$ cat config.mk
export PLATFORM = sky130hd
export DESIGN_NAME = gb_guard_ctrl
export DESIGN_NICKNAME = d
export VERILOG_FILES = /design/src/rtl/gb_pkg.sv /design/src/rtl/gb_fill_check.sv /design/src/rtl/gb_preempt_zone.sv /design/src/rtl/gb_decide.sv /design/src/rtl/gb_guard_ctrl.sv
export SDC_FILE = /design/constraint.sdc
export NUM_CORES = 1
export LEC_CHECK = 0
export BUFFER_PORTS_ARGS = -buffer_cell sky130_fd_sc_hd__buf_4
export CAP_MARGIN = 20
export CORE_MARGIN = 3
export CORE_UTILIZATION = 51
export CTS_CLUSTER_SIZE = 12
export DETAILED_ROUTE_END_ITERATION = 8
export GPL_TIMING_DRIVEN = 0
export PLACE_DENSITY = 0.95
export SLEW_MARGIN = 20
export SYNTH_ARGS = -nofsm -noshare
export SYNTH_HDL_FRONTEND = slang
export SYNTH_SLANG_ARGS = --single-unit
$ cat constraint.sdc
create_clock -name clk -period 9.9 [get_ports clk]
set_input_delay 0.495 -clock clk [delete_from_list [all_inputs] [get_ports clk]]
set_output_delay 0.495 -clock clk [all_outputs]
set_load 0.02 [all_outputs]
$ cat src/rtl/gb_pkg.sv
// Package: shared constants and the decision bundle for the guard band
// controller. Assumes byte-granular counts throughout.
package gb_pkg;
    localparam int IFG_BYTES  = 12;  // interframe gap on the wire
    localparam int PRE_BYTES  = 8;   // preamble plus start delimiter
    localparam int OVERHEAD   = IFG_BYTES + PRE_BYTES;
    localparam int PCM_SHIFT  = 3;   // clear margin unit is 8 bytes

    typedef struct packed {
        logic xp;    // express start permit
        logic pe;    // preemptable start permit
        logic clr;   // preempt clear zone
        logic fill;  // idle held by fill rule
    } gb_perm_t;
endpackage

$ cat src/rtl/gb_fill_check.sv
// Fill check: reports whether a frame of the given length, plus overhead and
// fill margin, ends on or before the express due time. Assumes LEN_W and
// FILL_W do not exceed CNT_W; the sum is widened by two bits so it never wraps.
module gb_fill_check #(
    parameter int CNT_W  = 16,
    parameter int LEN_W  = 14,
    parameter int FILL_W = 10
) (
    input  logic [LEN_W-1:0]  frame_len,
    input  logic [FILL_W-1:0] fill_margin,
    input  logic [CNT_W-1:0]  bytes_to_express,
    output logic              fits
);
    import gb_pkg::*;
    localparam int SUM_W = CNT_W + 2;

    logic [SUM_W-1:0] need;

    // Total bytes the start would occupy before the express slot.
    always_comb begin
        need = SUM_W'(frame_len) + SUM_W'(OVERHEAD) + SUM_W'(fill_margin);
        fits = (need <= SUM_W'(bytes_to_express));
    end
endmodule

$ cat src/rtl/gb_preempt_zone.sv
// Preempt zone: flags the tail of a zero-allow interval in which preemptable
// traffic must be off the wire. Assumes the margin counts 8-byte units.
module gb_preempt_zone #(
    parameter int CNT_W = 16,
    parameter int PCM_W = 7
) (
    input  logic [CNT_W-1:0] zero_allow_cnt,
    input  logic [PCM_W-1:0] pre_clear_margin,
    output logic             in_zone
);
    import gb_pkg::*;
    localparam int THR_W = PCM_W + PCM_SHIFT;
    localparam int CMP_W = (CNT_W > THR_W) ? CNT_W : THR_W;

    logic [THR_W-1:0] thr;

    // Scale the margin to bytes and compare against the remaining count.
    always_comb begin
        thr     = {pre_clear_margin, {PCM_SHIFT{1'b0}}};
        in_zone = (CMP_W'(zero_allow_cnt) <= CMP_W'(thr));
    end
endmodule

$ cat src/rtl/gb_decide.sv
// Decision: combines idle state, fill mode and both checks into the four
// next-state permit bits. Purely combinational; the top registers it.
module gb_decide (
    input  logic               port_idle,
    input  logic               fill_en,
    input  logic               fits,
    input  logic               in_zone,
    output gb_pkg::gb_perm_t   nxt
);
    logic fill_ok;

    // Fill rule only restricts starts while fill mode is on.
    always_comb begin
        fill_ok  = !fill_en || fits;
        nxt.xp   = port_idle && fill_ok;
        nxt.pe   = port_idle && fill_ok && !in_zone;
        nxt.clr  = in_zone;
        nxt.fill = port_idle && fill_en && !fits;
    end
endmodule

$ cat src/rtl/gb_guard_ctrl.sv
// Guard band controller top: evaluates start permits once per byte-time and
// holds them between strobes. Assumes the countdowns are already aligned to
// byte_tick and that the config inputs are stable across a strobe.
module gb_guard_ctrl #(
    parameter int CNT_W  = 16,
    parameter int LEN_W  = 14,
    parameter int FILL_W = 10,
    parameter int PCM_W  = 7
) (
    input  logic              clk,
    input  logic              rst_n,
    input  logic              byte_tick,
    input  logic              port_idle,
    input  logic [LEN_W-1:0]  frame_len,
    input  logic [CNT_W-1:0]  bytes_to_express,
    input  logic [CNT_W-1:0]  zero_allow_cnt,
    input  logic              fill_en,
    input  logic [FILL_W-1:0] fill_margin,
    input  logic [PCM_W-1:0]  pre_clear_margin,
    output logic              xp_start_ok,
    output logic              pe_start_ok,
    output logic              pe_clear,
    output logic              fill_idle
);
    import gb_pkg::*;

    logic     fits;
    logic     in_zone;
    gb_perm_t nxt;
    gb_perm_t q;

    gb_fill_check #(.CNT_W(CNT_W), .LEN_W(LEN_W), .FILL_W(FILL_W)) u_fill (
        .frame_len        (frame_len),
        .fill_margin      (fill_margin),
        .bytes_to_express (bytes_to_express),
        .fits             (fits)
    );

    gb_preempt_zone #(.CNT_W(CNT_W), .PCM_W(PCM_W)) u_zone (
        .zero_allow_cnt   (zero_allow_cnt),
        .pre_clear_margin (pre_clear_margin),
        .in_zone          (in_zone)
    );

    gb_decide u_dec (
        .port_idle (port_idle),
        .fill_en   (fill_en),
        .fits      (fits),
        .in_zone   (in_zone),
        .nxt       (nxt)
    );

    // Permit register: clear in reset, load on byte strobe, else hold.
    always_ff @(posedge clk) begin
        if (!rst_n)         q <= '0;
        else if (byte_tick) q <= nxt;
    end

    assign xp_start_ok = q.xp;
    assign pe_start_ok = q.pe;
    assign pe_clear    = q.clr;
    assign fill_idle   = q.fill;

    // reset edge leaves all outputs low.
    a_r1_reset_clear: assert property (@(posedge clk)
        !rst_n |=> (!xp_start_ok && !pe_start_ok && !pe_clear && !fill_idle));

    // no strobe, no change.
    a_r2_hold: assert property (@(posedge clk) disable iff (!rst_n)
        !byte_tick |=> $stable(q));

    // fill off and idle always yields an express permit.
    a_r4_fill_off: assert property (@(posedge clk) disable iff (!rst_n)
        (byte_tick && !fill_en && port_idle) |=> xp_start_ok);

    // busy port yields no permits.
    a_r5_busy: assert property (@(posedge clk) disable iff (!rst_n)
        (byte_tick && !port_idle) |=> (!xp_start_ok && !pe_start_ok));

    // a preemptable permit never coexists with the clear zone.
    a_r7_pe_zone: assert property (@(posedge clk) disable iff (!rst_n)
        pe_start_ok |-> !pe_clear);

    // idle fill and express permit are exclusive.
    a_r8_fill_excl: assert property (@(posedge clk) disable iff (!rst_n)
        fill_idle |-> !xp_start_ok);
endmodule

Word level (Yosys, flattened, before mapping). Index checks and enable logic that the tools add are counted.

Flip-flop bits (word level): 4. Input bits: 68. Output and inout port bits: 4. Logic and storage cells: 16.

Add/sub/neg operators: 2. Magnitude comparators: 2. Reductions and logical operators: 8.

Operator list (count): $add A18 B10 Y18 (1); $le A18 B16 Y1 (1); $le A16 B10 Y1 (1); $add A14 B5 Y15 const B (1); $logic_and A1 B1 Y1 (4); $logic_not A1 Y1 (3); $logic_or A1 B1 Y1 (1).

Longest topological paths before layout.
Depth in word-level cells: 6. Gate-level depth with buffers: 18. Depth with buffers taken out: 18.

Cells and area by module. Synthesis repeated with hierarchy kept, for this count alone.

Cells, all modules: 185. Area total of the unflattened synthesis: 1490.2 µm².

By module, submodules not included: gb_fill_check (times used 1, cells an instance 138, area an instance 1069.8 µm², sequential area each 0.0 µm²); gb_preempt_zone (times used 1, cells an instance 29, area an instance 217.7 µm², sequential area each 0.0 µm²); gb_guard_ctrl (times used 1, cells an instance 13, area an instance 156.4 µm², sequential area each 80.1 µm²); gb_decide (times used 1, cells an instance 5, area an instance 46.3 µm², sequential area each 0.0 µm²).

Worst setup path before layout. OpenSTA, ideal clock, no wires.

Path type: input to register. Start point: input frame_len[2]. End point: register q (netlist bit fill_idle). Setup time: 116 ps. Arrival time: 3360 ps. Required time: 9784 ps. Setup slack: 6424 ps. Stages on the path: 17. Buffers on the path: 0. Cell sequence: ha_1 -> or2_1 -> nand4_1 -> xnor2_1 -> ha_1 -> a21oi_1 -> o22ai_1 -> a311oi_2 -> a21oi_1 -> o21ai_1 -> xnor2_1 -> ha_1 -> a211oi_1 -> o21ai_0 -> a21oi_1 -> a21oi_1 -> a41o_1.

Word-level cells in the longest chain between the ends: 5.

RTL lines: start: declaration (line gb_guard_ctrl.sv:14) `input logic [LEN_W-1:0] frame_len,`; $add A14 B5 Y15 (line gb_fill_check.sv:21) `need = SUM_W'(frame_len) + SUM_W'(OVERHEAD) + SUM_W'(fill_margin);`; $add A18 B10 Y18 (line gb_fill_check.sv:21); $le A18 B16 Y1 (line gb_fill_check.sv:22) `fits = (need <= SUM_W'(bytes_to_express));`; $logic_not A1 Y1 (line gb_decide.sv:18) `nxt.fill = port_idle && fill_en && !fits;`; $logic_and A1 B1 Y1 (line gb_decide.sv:18); end signal: assignment (line gb_guard_ctrl.sv:56) `else if (byte_tick) q <= nxt;`; end: declaration (line gb_guard_ctrl.sv:30) `gb_perm_t q;`.

Every way passes these cells. A chain may end at the register's enable or synchronous reset.

Worst setup path in the final report. Same ends and word-level chain as after synthesis.

==> out/results.ini <==
[clock_network]
cts_buffers=3
ctsHoldBuffers=0
htreeDepth=1
cts_buffer_depth=2
clkSinkCount=4
clk_pin_slew_worst_paths_ns=0.04
ctsResizeCount=0
cts_tree=done
clk_latency_ns=0.23
clockRootBuffer=clkbuf_4
cts_setup_buffers=0

[synth]
ys_types=43
syn_area_mm2=0.00153
synth_seq_area_share_pct=5.23
synthesis.instances=204
synth_edf_count=0
ys_warn_count=0
synth_flop_cell=dfxtp_1
ys_seq_elements=4
synthesis.nets=309
async_flop_share_pct=0
avgSynthCellArea_um2=7.50

[die]
dieArea_mm2=0.00369
die_w_um=60.8
fp-row-count=19
dieHeight_um=60.8
io_pins=72
initial_utilization_pct=54.5
coreArea_mm2=0.00281

[place]
dp_hpwl_mm=3.39
port_buffers=70
place_congestion=0.863

[sta]
finalSetupViolations=0
max_freq_mhz=266
tns_ns=0
slew_viol_final=0
period_minus_slack_ns=3.77
finalCritPeriodShare_pct=38.0
hold_viol=0
hold_ws_ns=0.469
skew_ns=0
rsz0062_at_grt=false

[outcome]
status=complete, no violations

[power_and_ir_drop]
switching_share_pct=41.1
clkPwrFrac_pct=12.9
powerDensity_mw_per_mm2=73.3
leakage_uw=0.00112
internal_power_uw=91.5
vdd_ir_drop_max_mv=0.0517
seqPwrFrac_pct=11.0
combPwrFrac_pct=76.0
power.switching_uw=63.7
fin_total_pwr_uw=155

[hold_path]
worstHoldStart=xp_start_ok
holdPathStages=2
hp-class=reg -> reg
min_to=xp_start_ok

[critical_path]
cp_common_cell=a21oi_1
critPathTopFamily=compound AO/OA/AOI/OAI gates
timing.rr.start=fill_idle
critPathSlowestCell=a311oi_2
critPathKind=in -> reg
worstSetupStartpointType=input port
reg2reg_slack_ns=9.12
path_cells=buf_4 -> ha_1 -> or2_1 -> nand4_1 -> xnor2_1 -> ha_1 -> a21oi_1 -> o22ai_1 -> a311oi_2 -> a21oi_1 -> o21ai_1 -> xnor2_1 -> ha_1 -> a211oi_1 -> o21ai_0 -> a21oi_1 -> a21oi_1 -> a41o_1
path_buf_inv=1
slowest_delay_ns=0.35
cp-end-kind=flip-flop
reg2reg_to=fill_idle
critPathMaxFanout=5
worst_ep_arrival_time_ns=3.89
worstRegToRegCells=2
worstPathRequired_ns=10.02

[cells_and_area]
syn_to_final_growth_pct=38.3
mostFrequentLayoutCell=buf_4
drive_gt1_share_pct=28.5
n_fill_cell=235
nets=384
antennaDiodeCount=0
most-common-layout-cells=buf_4, ha_1, inv_1, a21oi_1, xnor2_1

[routing]
drtAntennaViolNets=0
routed_wl_mm=3.72
viasPerCell=5.61
drc=0
via_count=1728
wl_per_cell_um=12.1
drt-initial-drc-count=63
dr.pass1.iters=4

[job]
maxCapViolCount=0

[grt]
grt_usage_pct=19.5
grt_first_pass_wirelength_mm=5.75
grt_pass1_vias=1560
overflow=0
grt_max_degree=9
antenna_found_initial=0

-- how the worst max path moves through the flow --
| stage | startpoint | end | slack (ns) | depth (start not counted) |
|---|---|---|---|---|
| 6_report | frame_len[2] | fill_idle | 6.13 | 18 |
| 3_3_place_gp | frame_len[2] | fill_idle | 5.94 | 18 |
| 2_1_floorplan | frame_len[2] | fill_idle | 6.42 | 17 |
| 5_1_grt | frame_len[2] | fill_idle | 5.80 | 18 |
| 4_1_cts | frame_len[2] | fill_idle | 6.13 | 18 |
| 3_5_place_dp | frame_len[2] | fill_idle | 5.90 | 18 |
-- flip-flops by register name, indices dropped and copies added, names as in the netlist --
name         count
pe_clear         1
pe_start_ok      1
xp_start_ok      1
fill_idle        1
-- stage by stage --
stage	utilization (%)	setup WS, ns	instances	cell area [µm²]
after floorplan	-	6.42	204	1530
after global placement	74.7	5.94	305	2090
after CTS	75.5	6.13	308	2120
final	75.5	6.13	308	2120
after global routing	75.5	5.80	308	2120
after detailed placement	74.7	5.90	305	2090
-- layout make-up --
class / count / area [µm²] / area share, %
Inverter: 28 / 105 / 4.96
Buffer: 1 / 8.76 / 0.414
Tap cell: 31 / 38.8 / 1.83
Sequential cell: 4 / 80.1 / 3.78
Timing Repair Buffer: 70 / 526 / 24.8
Clock buffer: 3 / 22.5 / 1.06
Multi-Input combinational cell: 171 / 1340 / 63.1
-- Yosys cell counts, types with 3 or more instances --
master   count  area (µm²)
nand2_1     11        41.3
nor3_1       4        20.0
dfxtp_1      4        80.1
nand4_1      6        37.5
a21oi_1     19        95.1
nor2b_1      3        18.8
nand3_1      5        25.0
ha_1        36         450
o21a_1       3        22.5
a21o_1       8        60.1
o21ai_1     10        50.1
inv_1       28         105
nor2_1       7        26.3
o21ai_0      6        30.0
xnor2_1     17         149
-- routing by layer --
layer | track usage (%) | part of all wire (%) | wire length, µm
met1 | 21.8 | 39 | 1440
met2 | 39.1 | 52 | 1940
met3 | 1.28 | 7.7 | 288
met4 | 4.95 | 1.2 | 46
met5 | 0 | 0 | 0
-- kinds of logic after synthesis --
kind of cell | share of synthesized area, %
other | 0.245
and+or+nand+nor | 17.7
buffers and inverters | 7.44
xor gates and xnor gates | 10.9
AOI/OAI and AO/OA | 27.7
adders and majority gates | 30.7
DFF | 5.23
-- tightest hold or removal path: cells and delay by family (launching register included) --
kind            cells  cell delay, ns
compound gates      1            0.05
flops               1            0.30
simple gates        1            0.07
-- power groups by stage --
stage	combinational [µW]	clock (µW)	sequential [µW]
after floorplan	77.3	0	18.1
after global placement	114	0	17.3
after detailed placement	117	0	17.4
after CTS	118	21.0	17.1
after global routing	133	21.9	17.2
final	118	20.1	17.1
No activity file was read; power rests on OpenSTA's default activity.
